**src/rtl/seq20_pkg.sv**
```systemverilog
package seq20_pkg;

    localparam int CNT_W = 4;
    localparam int PERIOD_LEN = 20;

    typedef logic [CNT_W-1:0] cnt_t;

    localparam cnt_t CNT_TOP = '1;
    localparam cnt_t CNT_REENTRY = cnt_t'(12);

    // Which visit to the terminal count is in progress.
    typedef enum logic {
        PASS_FULL  = 1'b0,
        PASS_SHORT = 1'b1
    } pass_e;

    // Per-cycle action decided by the control decoder.
    typedef struct packed {
        logic clr;
        logic load;
        logic inc;
        logic flip;
    } step_ctl_t;

    function automatic logic at_terminal(input cnt_t v);
        return v == CNT_TOP;
    endfunction

    function automatic step_ctl_t decode_step(input logic en, input logic term, input pass_e pass);
        step_ctl_t c;
        c.inc  = en;
        c.flip = en && term;
        c.load = en && term && (pass == PASS_FULL);
        c.clr  = en && term && (pass == PASS_SHORT);
        return c;
    endfunction

endpackage

```
**src/rtl/seq20_bincnt.sv**
```systemverilog
module seq20_bincnt
    import seq20_pkg::*;
#(
    parameter int W = CNT_W
) (
    input  logic         clk,
    input  logic         rst,
    input  logic         clr,
    input  logic         load,
    input  logic         inc,
    input  logic [W-1:0] din,
    output logic [W-1:0] q,
    output logic         tc
);

    localparam logic [W-1:0] ONE = W'(1);

    always_ff @(posedge clk) begin
        if (rst) begin
            q <= '0;
        end else if (clr) begin
            q <= '0;
        end else if (load) begin
            q <= din;
        end else if (inc) begin
            q <= q + ONE;
        end
    end

    assign tc = &q;

endmodule

```
**src/rtl/seq20_pass.sv**
```systemverilog
module seq20_pass
    import seq20_pkg::*;
(
    input  logic  clk,
    input  logic  rst,
    input  logic  flip,
    output pass_e pass
);

    always_ff @(posedge clk) begin
        if (rst) begin
            pass <= PASS_FULL;
        end else if (flip) begin
            pass <= (pass == PASS_FULL) ? PASS_SHORT : PASS_FULL;
        end
    end

endmodule

```
**src/rtl/seq20_ctrl.sv**
```systemverilog
module seq20_ctrl
    import seq20_pkg::*;
(
    input  logic      en,
    input  logic      term,
    input  pass_e     pass,
    output step_ctl_t ctl
);

    always_comb begin
        ctl = decode_step(en, term, pass);
    end

endmodule

```
**src/rtl/seq20_top.sv**
```systemverilog
module seq20_top
    import seq20_pkg::*;
#(
    parameter cnt_t REENTRY = CNT_REENTRY
) (
    input  logic             clk,
    input  logic             rst,
    input  logic             cnt_en,
    output logic [CNT_W-1:0] count,
    output logic             period_start
);

    step_ctl_t ctl;
    pass_e     pass_q;
    logic      term;
    cnt_t      cnt_q;

    seq20_ctrl u_ctrl (
        .en   (cnt_en),
        .term (term),
        .pass (pass_q),
        .ctl  (ctl)
    );

    seq20_bincnt #(.W(CNT_W)) u_cnt (
        .clk  (clk),
        .rst  (rst),
        .clr  (ctl.clr),
        .load (ctl.load),
        .inc  (ctl.inc),
        .din  (REENTRY),
        .q    (cnt_q),
        .tc   (term)
    );

    seq20_pass u_pass (
        .clk  (clk),
        .rst  (rst),
        .flip (ctl.flip),
        .pass (pass_q)
    );

    assign count        = cnt_q;
    assign period_start = (cnt_q == '0) && (pass_q == PASS_FULL);

endmodule

```
**config.mk**
```make
export PLATFORM = sky130hd
export DESIGN_NAME = seq20_top
export DESIGN_NICKNAME = d
export VERILOG_FILES = /design/src/rtl/seq20_pkg.sv /design/src/rtl/seq20_bincnt.sv /design/src/rtl/seq20_pass.sv /design/src/rtl/seq20_ctrl.sv /design/src/rtl/seq20_top.sv
export SDC_FILE = /design/constraint.sdc
export NUM_CORES = 1
export LEC_CHECK = 0
export ABC_CLOCK_PERIOD_IN_PS = 2320
export BUFFER_PORTS_ARGS = -buffer_cell sky130_fd_sc_hd__buf_2
export CORE_AREA = 2 2 39 41
export CTS_CLUSTER_DIAMETER = 60
export CTS_CLUSTER_SIZE = 30
export DETAILED_ROUTE_END_ITERATION = 8
export DIE_AREA = 0 0 41 43
export PLACE_DENSITY_LB_ADDON = 0.08
export SYNTH_ARGS = -nofsm -noshare
export SYNTH_HDL_FRONTEND = slang
export SYNTH_SLANG_ARGS = --single-unit
```
**constraint.sdc**
```tcl
create_clock -name clk -period 2.32 [get_ports clk]
set_input_delay 0 -clock clk [delete_from_list [all_inputs] [get_ports clk]]
set_output_delay 0 -clock clk [all_outputs]
set_load 0.01 [all_outputs]
```
# Word level (Yosys, flattened, before mapping)
# Index checks and enable logic that the tools add are counted.
[totals]
register_bits = 5
in_bits = 3
out_inout_bits = 5
word_cells = 17
[op_classes]
add_sub_neg = 1
n_mux = 3
bitwise = 1
n_reduce_logical = 9
[ops]
columns = ["operator", "count"]
rows = [
  ["$mux W4", 2],
  ["$add A4 B1 Y4 const B", 1],
  ["$logic_and A1 B1 Y1", 4],
  ["$logic_not A4 Y1", 1],
  ["$reduce_and A4 Y1", 1],
  ["$reduce_or A3 Y1", 1],
  ["$reduce_bool A2 Y1", 1],
  ["$reduce_or A2 Y1", 1],
  ["$mux W1", 1],
  ["$not A1 Y1", 1],
]

# Longest topological paths before layout
[logic_depth]
word_depth = 4
depth_mapped = 4
depth_no_buf = 4

# Cells and area by module
# A second synthesis with hierarchy kept.
[unflattened]
hier_cells = 35
hier_area_um2 = 284.0
[modules_own_cells]
columns = ["module", "n_inst", "cells_per_inst", "area_each_um2", "seq_area_each_um2"]
rows = [
  ["seq20_bincnt", 1, 24, 202.7, 80.1],
  ["seq20_pass", 1, 3, 32.5, 20.0],
  ["seq20_ctrl", 1, 4, 30.0, 0.0],
  ["seq20_top", 1, 4, 18.8, 0.0],
]

# Worst setup path before layout
# No wires, ideal clock.
[synth_path]
path_type = "register to register"
from = "register u_cnt.q[0]"
to = "register u_cnt.q[3]"
setup_ns = 0.079
t_arrival_ns = 1.101
t_required_ns = 2.241
setup_slack_ns = 1.140
path_stages_with_launch = 5
path_buffers = 0
synth_period_minus_slack_ns = 1.180
path_cell_list = "dfxtp_1 -> ha_1 -> and4_4 -> a21o_1 -> a211oi_2"
[synth_via]
elab_chain_len = 4
elab_cells_between_ends = 9
classes_between = "add/sub: 1; mux: 2; reduce/logical: 6"
[synth_rtl]
columns = ["element", "line_no", "text"]
rows = [
  ["from (decl)", "seq20_bincnt.sv:12", "output logic [W-1:0] q,"],
  ["from (signal assigned)", "seq20_bincnt.sv:24", "q <= din;"],
  ["from (signal assigned)", "seq20_bincnt.sv:26", "q <= q + ONE;"],
  ["branches (longest 4 deep; another with $add A4 B1 Y4)", "-", ""],
]
# Parallel ways; which one is timed is not known. The select of a mux whose other input is x is not followed.
# A chain may end at the register's enable or synchronous reset.

# Worst setup path in the final report
[layout_path]
from = "register u_cnt.q[0]"
to = "output port period_start"
[layout_via]
elab_chain_len = 2
[layout_rtl]
columns = ["element", "line_no", "text"]
rows = [
  ["$logic_not A4 Y1", "seq20_top.sv:44", "assign period_start = (cnt_q == '0) && (pass_q == PASS_FULL);"],
  ["$logic_and A1 B1 Y1", "seq20_top.sv:44", ""],
  ["to (decl)", "seq20_top.sv:10", "output logic period_start"],
]
# No other way between the ends.

==> metrics <==
first-pass GRT wire length=~840 um; clk_skew=about 1.6 ps; TritonCTS clock tree=yes; setup_tns=0 ps; final hold vios=0; vias=between 200 and 250; post-synth cell types=15; placed inst area=about 310 sq um; initial antenna violation count=0; CTS sink count=5; outcome=complete, no violations; syn avg cell area=~9.8 sq um; Worst VDD drop=around 310 uV; worst r2r dst=u_cnt.q[3]$_SDFFE_PP0P_; reg2reg setup slack=roughly 1100 ps; Worst Path Arrival=between 1000 and 1500 ps; die area=1760 sq um; total power=between 0.2 and 0.25 mW; Hold Crit Class=primary input to flop; die height=about 43 um; Post-Route WL=roughly 500 um; Initial DRC Count=3; Clock Path Buffers=2; RD Place Congestion=between 0.6 and 0.7; diode count=0; Die Wd=41 um; Layout Nets=43; vias per cell=between 4 and 5; number of remaining DRC errors=0; post-synth top area share=around two fifths; slew margin rel.=just over 80%; Worst Max-Slew Pin Slew=around 260 ps; core area=1380 sq um; crit share post-route=51.9%; Mapped Cells=26; CTS Buf Count=3; gr usage total=under 10%; CP Class=flop to primary output; design area=342 sq um; Avg WL per Cell=between 9 and 10 um; RSZ-0062 raised after global routing=no; syn nets=31; layout cell share with drive strength beyond 1=approximately a third; Synth-to-Final Area Change=33.8%; Yosys warning count=0; FMAX=a little over 800 MHz; Synth Register Bits=5; RR Startpoint=u_cnt.q[0]$_SDFFE_PP0P_; Leak=0.146 nW; mapped cell area=approximately 260 sq um; First-pass DRT Iterations=2; Worst Min Path Start=cnt_en; Crit path required time=2320 ps; H-tree depth=1; Power Density=between 600 and 700 nW/um^2; num rows=14; total grt overflow=0; Seq/Total Area, Yosys=roughly 39%; clock latency at the later pin of the worst-skew pair=about 240 ps; initial core utilization=around 18%; hold path endpoint=u_cnt.q[2]$_SDFFE_PP0P_; largest fanout on the critical path=5; max-slew violations=0; CP Capture Type=primary output; Synth area leaders=dfxtp_1, ha_1, nor3_1, xnor2_1, a211oi_2; Hold Path Depth=3; Post-CTS Setup Repair Bufs=0; reg2reg path depth=4; Yosys top cell by area=dfxtp_1; MaxCap Viol Count=0; Setup Viol. Count Final=0; IO Count=8; crit start category=flop; Final ANT Viol Nets=0; clk slew on worst S/H paths=approximately 40 ps; Tmin final=around 1200 ps; Port-buffer cells=7; number of global-route vias before repair=221; largest net degree at the start of global routing=7; Clock Root Buffer=clkbuf_4
-- metrics by stage --
stage	std cells	setup slack (ps)	hold WS [ps]	utilization, %
floorplan	26	1140	72.4	-
global placement	48	1120	234	22.1
detailed placement	48	1130	240	22.1
CTS	53	1110	125	24.7
global route	53	1040	144	24.7
finish	53	1120	129	24.7
-- registers in the layout (all words and copies together), names as in the netlist --
name         flops
u_cnt.q          4
u_pass.pass      1
-- power by group --
part	switching, mW	internal, mW	total, mW	leakage [nW]
sequential	0.00468	0.0902	0.0949	0.0407
combinational	0.0152	0.0150	0.0301	0.0907
clock	0.0316	0.0648	0.0964	0.0150
total	0.0515	0.170	0.221	0.146
-- final cells by class --
cell class                 count  area [sq um]
tap                           16          20.0
timing repair buffer           8          45.0
clock buffer                   4          26.3
sequential                     5           100
inverter                       3          11.3
fill                         170          1040
multi-input combinational     17           139
-- cell usage in the layout, fill, tap and decap left out, types with 2 or more instances in the layout --
cell      synthesis  layout
buf_2             0       7
dfxtp_1           5       5
nor3_1            4       4
inv_1             3       3
clkbuf_4          0       3
xnor2_1           2       2
ha_1              2       2
-- Yosys cell counts --
library cell,number
nor2_1,1
xnor2_1,2
a211oi_2,1
ha_1,2
and4_4,1
a21o_1,1
inv_1,3
nor4b_1,1
mux2i_1,1
a21oi_1,1
nand4_1,1
clkbuf_2,1
o2111a_1,1
nor3_1,4
dfxtp_1,5
-- worst max-delay path by stage --
| stage | startpoint | end | slack [ps] | depth (start not counted) |
|---|---|---|---|---|
| 2_1_floorplan | u_cnt.q[0]$_SDFFE_PP0P_ | u_cnt.q[3]$_SDFFE_PP0P_ | 1140 | 4 |
| 3_5_place_dp | u_cnt.q[0]$_SDFFE_PP0P_ | u_cnt.q[3]$_SDFFE_PP0P_ | 1130 | 4 |
| 5_1_grt | u_cnt.q[0]$_SDFFE_PP0P_ | period_start | 1040 | 4 |
| 3_3_place_gp | u_cnt.q[0]$_SDFFE_PP0P_ | u_cnt.q[3]$_SDFFE_PP0P_ | 1120 | 4 |
| 6_report | u_cnt.q[0]$_SDFFE_PP0P_ | period_start | 1120 | 4 |
| 4_1_cts | u_cnt.q[0]$_SDFFE_PP0P_ | period_start | 1110 | 4 |
-- per-layer routing --
| layer | wire [um] | global-route usage (%) | up-vias |
|---|---|---|---|
| met2 | 224 | 10.0 | 5 |
| met1 | 208 | 7.44 | 102 |
| met5 | 0 | 0 | - |
| li1 | - | - | 118 |
| met3 | 51 | 5.76 | 2 |
| met4 | 11 | 8.00 | 0 |
-- what timing repair did --
action,in CTS,in global routing
hold buffers,1,0
resized for setup,0,0
hold endpoints to repair,2,0
-- critical path: stages, from the launching register on --
cell     delay [ps]
dfxtp_1         340
inv_1            70
ha_1            130
nor4b_1         240
buf_2           190
-- cell families after synthesis --
logic type               share of synthesized area [%]
adder cells (fa/ha/maj)                           9.80
multiplexers                                      3.92
flip-flops                                        39.2
AND/OR/NAND/NOR                                   19.6
XOR/XNOR                                          6.86
AO/OA/AOI/OAI                                     14.2
buffers and inverters                             6.37
Power figures use the tool's default switching activity.
